<file path="config.mk">
export PLATFORM = sky130hd
export DESIGN_NAME = dcw_decoder_top
export DESIGN_NICKNAME = d
export VERILOG_FILES = /design/src/rtl/dcw_pkg.sv /design/src/rtl/dcw_coarse_dec.sv /design/src/rtl/dcw_therm_enc.sv /design/src/rtl/dcw_delay_count.sv /design/src/rtl/dcw_decoder_top.sv
export SDC_FILE = /design/constraint.sdc
export NUM_CORES = 1
export LEC_CHECK = 0
export ABC_AREA = 1
export BUFFER_PORTS_ARGS = -buffer_cell sky130_fd_sc_hd__buf_4
export CORE_ASPECT_RATIO = 0.9
export CORE_MARGIN = 10
export CORE_UTILIZATION = 55
export CTS_BUF_LIST = sky130_fd_sc_hd__clkbuf_4 sky130_fd_sc_hd__clkbuf_8
export CTS_CLUSTER_DIAMETER = 30
export CTS_CLUSTER_SIZE = 16
export DETAILED_ROUTE_END_ITERATION = 8
export HOLD_SLACK_MARGIN = 0.03
export PLACE_DENSITY = 0.89
export SKIP_LAST_GASP = 1
export SLEW_MARGIN = 20
export SYNTH_ARGS = -nofsm -noshare
export SYNTH_HDL_FRONTEND = slang
export SYNTH_SLANG_ARGS = --single-unit
export TNS_END_PERCENT = 100
</file>
<file path="constraint.sdc">
create_clock -name clk -period 8.17 [get_ports clk]
set_clock_uncertainty 0.1 [all_clocks]
set_input_delay 0 -clock clk [delete_from_list [all_inputs] [get_ports clk]]
set_output_delay 0 -clock clk [all_outputs]
set_load 0.005 [all_outputs]
</file>
<file path="src/rtl/dcw_pkg.sv">
package dcw_pkg;
    localparam int CODE_W   = 15;
    localparam int FINE_W   = 8;
    localparam int B1_W     = 5;
    localparam int COARSE_W = CODE_W - FINE_W;
    localparam int B2_W     = FINE_W - B1_W;
    localparam int PATHS    = 1 << COARSE_W;
    localparam int B1_UNITS = 1 << B1_W;
    localparam int B2_UNITS = (1 << B2_W) - 1;

    typedef struct packed {
        logic [PATHS-1:0]    path_sel;
        logic [B1_UNITS-1:0] bank1_en;
        logic [B2_UNITS-1:0] bank2_en;
    } dcw_enables_t;

    function automatic logic is_therm(input logic [B1_UNITS-1:0] v);
        return ((v & (v + 1'b1)) == '0);
    endfunction
endpackage

</file>
<file path="src/rtl/dcw_coarse_dec.sv">
module dcw_coarse_dec #(
    parameter int SEL_W = 7,
    localparam int N_OUT = 1 << SEL_W
) (
    input  logic [SEL_W-1:0] sel_i,
    output logic [N_OUT-1:0] onehot_o
);
    for (genvar i = 0; i < N_OUT; i++) begin : g_line
        assign onehot_o[i] = (sel_i == SEL_W'(i));
    end
endmodule

</file>
<file path="src/rtl/dcw_therm_enc.sv">
module dcw_therm_enc #(
    parameter int VAL_W = 5,
    parameter int UNITS = 32
) (
    input  logic [VAL_W-1:0] val_i,
    output logic [UNITS-1:0] therm_o
);
    for (genvar i = 0; i < UNITS; i++) begin : g_unit
        assign therm_o[i] = ({{(32-VAL_W){1'b0}}, val_i} > 32'(i));
    end
endmodule

</file>
<file path="src/rtl/dcw_delay_count.sv">
module dcw_delay_count #(
    parameter int CODE_W   = 15,
    parameter int FINE_W   = 8,
    parameter int B1_W     = 5,
    parameter int PATHS    = 128,
    parameter int B1_UNITS = 32,
    parameter int B2_UNITS = 7
) (
    input  logic [PATHS-1:0]    path_sel_i,
    input  logic [B1_UNITS-1:0] bank1_en_i,
    input  logic [B2_UNITS-1:0] bank2_en_i,
    output logic [CODE_W-1:0]   count_o
);
    logic [CODE_W-1:0] idx, n1, n2;

    always_comb begin
        idx = '0;
        for (int i = 0; i < PATHS; i++)
            if (path_sel_i[i]) idx = idx | CODE_W'(i);
        n1 = '0;
        for (int i = 0; i < B1_UNITS; i++)
            n1 = n1 + CODE_W'(bank1_en_i[i]);
        n2 = '0;
        for (int i = 0; i < B2_UNITS; i++)
            n2 = n2 + CODE_W'(bank2_en_i[i]);
        count_o = (idx << FINE_W) + (n2 << B1_W) + n1;
    end
endmodule

</file>
<file path="src/rtl/dcw_decoder_top.sv">
module dcw_decoder_top
    import dcw_pkg::*;
(
    input  logic                clk,
    input  logic                rst,
    input  logic                update_i,
    input  logic [CODE_W-1:0]   code_i,
    output logic [PATHS-1:0]    path_sel_o,
    output logic [B1_UNITS-1:0] bank1_en_o,
    output logic [B2_UNITS-1:0] bank2_en_o,
    output logic [CODE_W-1:0]   delay_cnt_o
);
    dcw_enables_t dec_next, dec_q;

    // plain bit split of the tuning word
    dcw_coarse_dec #(.SEL_W(COARSE_W)) u_coarse (
        .sel_i   (code_i[CODE_W-1:FINE_W]),
        .onehot_o(dec_next.path_sel)
    );

    dcw_therm_enc #(.VAL_W(B1_W), .UNITS(B1_UNITS)) u_bank1 (
        .val_i  (code_i[B1_W-1:0]),
        .therm_o(dec_next.bank1_en)
    );

    dcw_therm_enc #(.VAL_W(B2_W), .UNITS(B2_UNITS)) u_bank2 (
        .val_i  (code_i[FINE_W-1:B1_W]),
        .therm_o(dec_next.bank2_en)
    );

    always_ff @(posedge clk) begin
        if (rst) begin
            dec_q          <= '0;
            dec_q.path_sel <= PATHS'(1);
        end else if (update_i) begin
            dec_q <= dec_next;
        end
    end

    assign path_sel_o = dec_q.path_sel;
    assign bank1_en_o = dec_q.bank1_en;
    assign bank2_en_o = dec_q.bank2_en;

    dcw_delay_count #(
        .CODE_W(CODE_W), .FINE_W(FINE_W), .B1_W(B1_W),
        .PATHS(PATHS), .B1_UNITS(B1_UNITS), .B2_UNITS(B2_UNITS)
    ) u_count (
        .path_sel_i(dec_q.path_sel),
        .bank1_en_i(dec_q.bank1_en),
        .bank2_en_i(dec_q.bank2_en),
        .count_o   (delay_cnt_o)
    );

    AST_PATH_ONEHOT: assert property (@(posedge clk) disable iff (rst)
        $countones(path_sel_o) == 1);
    AST_BANK1_THERM: assert property (@(posedge clk) disable iff (rst)
        is_therm(bank1_en_o) && !bank1_en_o[B1_UNITS-1]);
    AST_BANK2_THERM: assert property (@(posedge clk) disable iff (rst)
        is_therm(B1_UNITS'(bank2_en_o)));
    AST_HOLD_NO_UPDATE: assert property (@(posedge clk) disable iff (rst)
        !update_i |=> $stable(path_sel_o) && $stable(bank1_en_o) && $stable(bank2_en_o));
    AST_COUNT_TRACKS_CODE: assert property (@(posedge clk) disable iff (rst)
        update_i |=> delay_cnt_o == $past(code_i));
endmodule

</file>
==> impl_results.md <==
- Max-slew violations: 0
- Synth cell count leaders: 172 x nand2_1, 168 x inv_1, 166 x dfxtp_1
- Non-Filler Instances: 1,428
- Reg2Reg Setup Slack: 6.63 ns
- Total CTS buffers: 17
- Flop pwr share: 0.405
- Skew-Pair Late Insertion Delay: 0.46 ns
- Drt first pass iters: 9
- Sink Count: 166
- CTS tree: done
- Sw frac: 0.342
- Max Cap Viol: 0
- Clock network power share: 0.290
- Worst-Margin Slew: 1.10 ns
- Fmax: 170 MHz
- Most common cell on crit path: fa_1
- Crit path buf inv count: 4
- Wire length per cell: 22.7 um
- DRC viols: 0
- Worst path slowest cell: fa_1
- Final setup violation count: 0
- Pwr Density: 204 nW/um^2
- Wirelength, routed: 32,400 um
- Die Height: 133 um
- Crit path kind: reg -> out
- H-Tree Depth: 4
- First-pass GRT wire length: 49,400 um
- Setup TNS: 0 ns
- Hold slack: 0.300 ns
- CP Launch Type: flop
- Slew HR: 0.265
- Largest net degree at the start of global routing: 74
- Max VDD drop: 0.482 mV
- Hold Vio Cnt, Final: 0
- Antenna Diode Count: 0
- NetSw: 0.000707 W
- Die span in x: 146 um
- I/O Buffers: 198
- Comb power frac: 0.306
- Final ANT Viol Nets: 0
- Unique masters post-synth: 44
- Post-Syn Instances: 1,003
- Area share of the largest cell type after synthesis: 0.424
- Crit path max-delay family: adder cells
- CTS clk-pin slew, worst paths: 0.09 ns
- EDFF count, synth: 0
- Critical path cell sequence: ha_1 > inv_1 > fa_1 > fa_1 > fa_1 > fa_1 > fa_1 > fa_1 > inv_1 > ha_1 > inv_1 > fa_1 > or2_0 > nand2_1 > nand2_1 > nor2_1 > xor2_1 > buf_4
- Multi-input logic area: 3690 um^2
- Sequential cell area fraction in the yosys report: 0.424
- Vias in the first global route: 8,405
- Area delta synth->final: 29.4%
- FF/Latch Area: 3320 um^2
- Post-DR vias/cell: 5.96
- Mapped Nets: 1,066
- Ports: 200
- Post-CTS sizing: 0
- Vias: 8,516
- Gr ovfl total: 0
- Hold crit path type: in -> reg
- RSZ-0062 raised after global routing: no
- Share of layout cells above drive strength 1: 0.199
- Post-DP HPWL: 24,300 um
- Ys Warns: 0
- Total internal power: 0.00136 W
- FFs w/ async S/R, synth: 0
- Row Count: 41
- Final nets: 1,286
- Yosys top cell by area: dfxtp_1
- Top-count cell post-synth: nand2_1
- Arrival time at the worst endpoint: 5.78 ns
- Period minus WS final: 5.88 ns
- Max incr delay on CP: 0.56 ns
- Status: finished clean
- Die ar.: 19,400 um^2
- Main synth FF type: dfxtp_1
- Synth top area cells: dfxtp_1 42%, nand2_1 8.2%, inv_1 8.0%
- Initial cell density of the core: 0.559
- Postcts setup bufs: 0
- Initial antenna violation count: 0
- #FFs+latches synth: 166
- Critical path capture point type: output pin
- Clock root buffer: clkbuf_8
- Crit-path max FO: 4
- GP Congestion: 1.02
- Clock tree buffer depth: 2
- Starting DRT DRC Count: 1,197
- Mean Syn Cell Area: 7.81 um^2
- Synth Cell Area: 7830 um^2
- Inst Count DP: 1,362
- Worst path required time: 8.07 ns
- Leakage power total: 4.83 nW
- Fillers: 1,111
- Final Util: 0.724
- Final worst-path cycle share: 0.719
- Core ar.: 14,000 um^2
- All-Layer GR Usage: 0.324
## layout by cell type, fill, tap and decap left out, types with 9 or more instances in the layout
master / count
nor2_1: 107
fa_1: 26
o21ai_1: 27
a21oi_1: 9
nand2_1: 172
dlygate4sd3_1: 35
o21ai_0: 34
clkbuf_8: 17
nand3_1: 43
nand4_1: 26
inv_1: 168
ha_1: 19
o22ai_1: 82
nor4_1: 22
dfxtp_1: 166
nor3_1: 13
buf_4: 199
## final cells by class
type	instances	share of cell area
clock inverter	13	0.0143
inverter	173	0.0643
sequential	166	0.328
clock buffer	18	0.0238
multi-input combinational	631	0.364
timing repair buffer	234	0.182
tap	193	0.0238
## per-stage QoR
stage	power [W]	instance area (um^2)	setup slack (ns)
6_report	0.00207	10100	2.29
5_1_grt	0.00215	10100	2.06
4_1_cts	0.00204	10100	2.33
3_5_place_dp	0.00144	9400	2.85
3_3_place_gp	0.00142	9400	2.97
2_1_floorplan	0.00119	7830	3.25
## layer usage
metal	share of wire	routed length [um]	vias to the layer above	global-route usage
li1	-	-	3759	-
met1	0.38	12400	3978	0.412
met2	0.43	14000	674	0.492
met3	0.15	4860	105	0.126
met4	0.034	1110	0	0.117
met5	0	0	-	0
## sequential cells by signal (all words and copies together) (netlist names)
register and count:
path_sel_o 128, bank1_en_o 31, bank2_en_o 7
## cell families after synthesis
kind of cell / synth area share
buf+inv: 0.105
fa+ha+maj: 0.0968
compound gates: 0.133
simple gates: 0.227
other cells: 0.000479
flops: 0.424
xor+xnor: 0.0134
## power groups by stage
stage	clock network (W)	registers (W)	logic [W]
CTS	0.000589	0.000835	0.000614
global route	0.000628	0.000837	0.000689
finish	0.000598	0.000836	0.000632
detailed placement	0	0.000854	0.000591
floorplan	0	0.000852	0.000342
global placement	0	0.000853	0.000572
## worst register-to-register path, stage by stage, from the launching register on
cell and delay [ns]:
dfxtp_1 0.35, inv_1 0.22, o32ai_1 0.16, dlygate4sd3_1 0.62
## path summary, 6_finish.rpt
check | start | end | cells past startpoint
worst max-delay path | bank1_en_o[0] | delay_cnt_o[12] | 18
worst min-delay path | code_i[5] | bank2_en_o[2] | 4
worst max register to register | path_sel_o[63] | path_sel_o[63] | 3
worst min register to register | path_sel_o[80] | path_sel_o[80] | 2
## timing repair
action / 4_1_cts / 5_1_grt
hold buffers: 35 / 0
endpoints found under the setup margin: 0 / 0
hold endpoints to repair: 111 / 0
(Power assumes the default switching activity.)
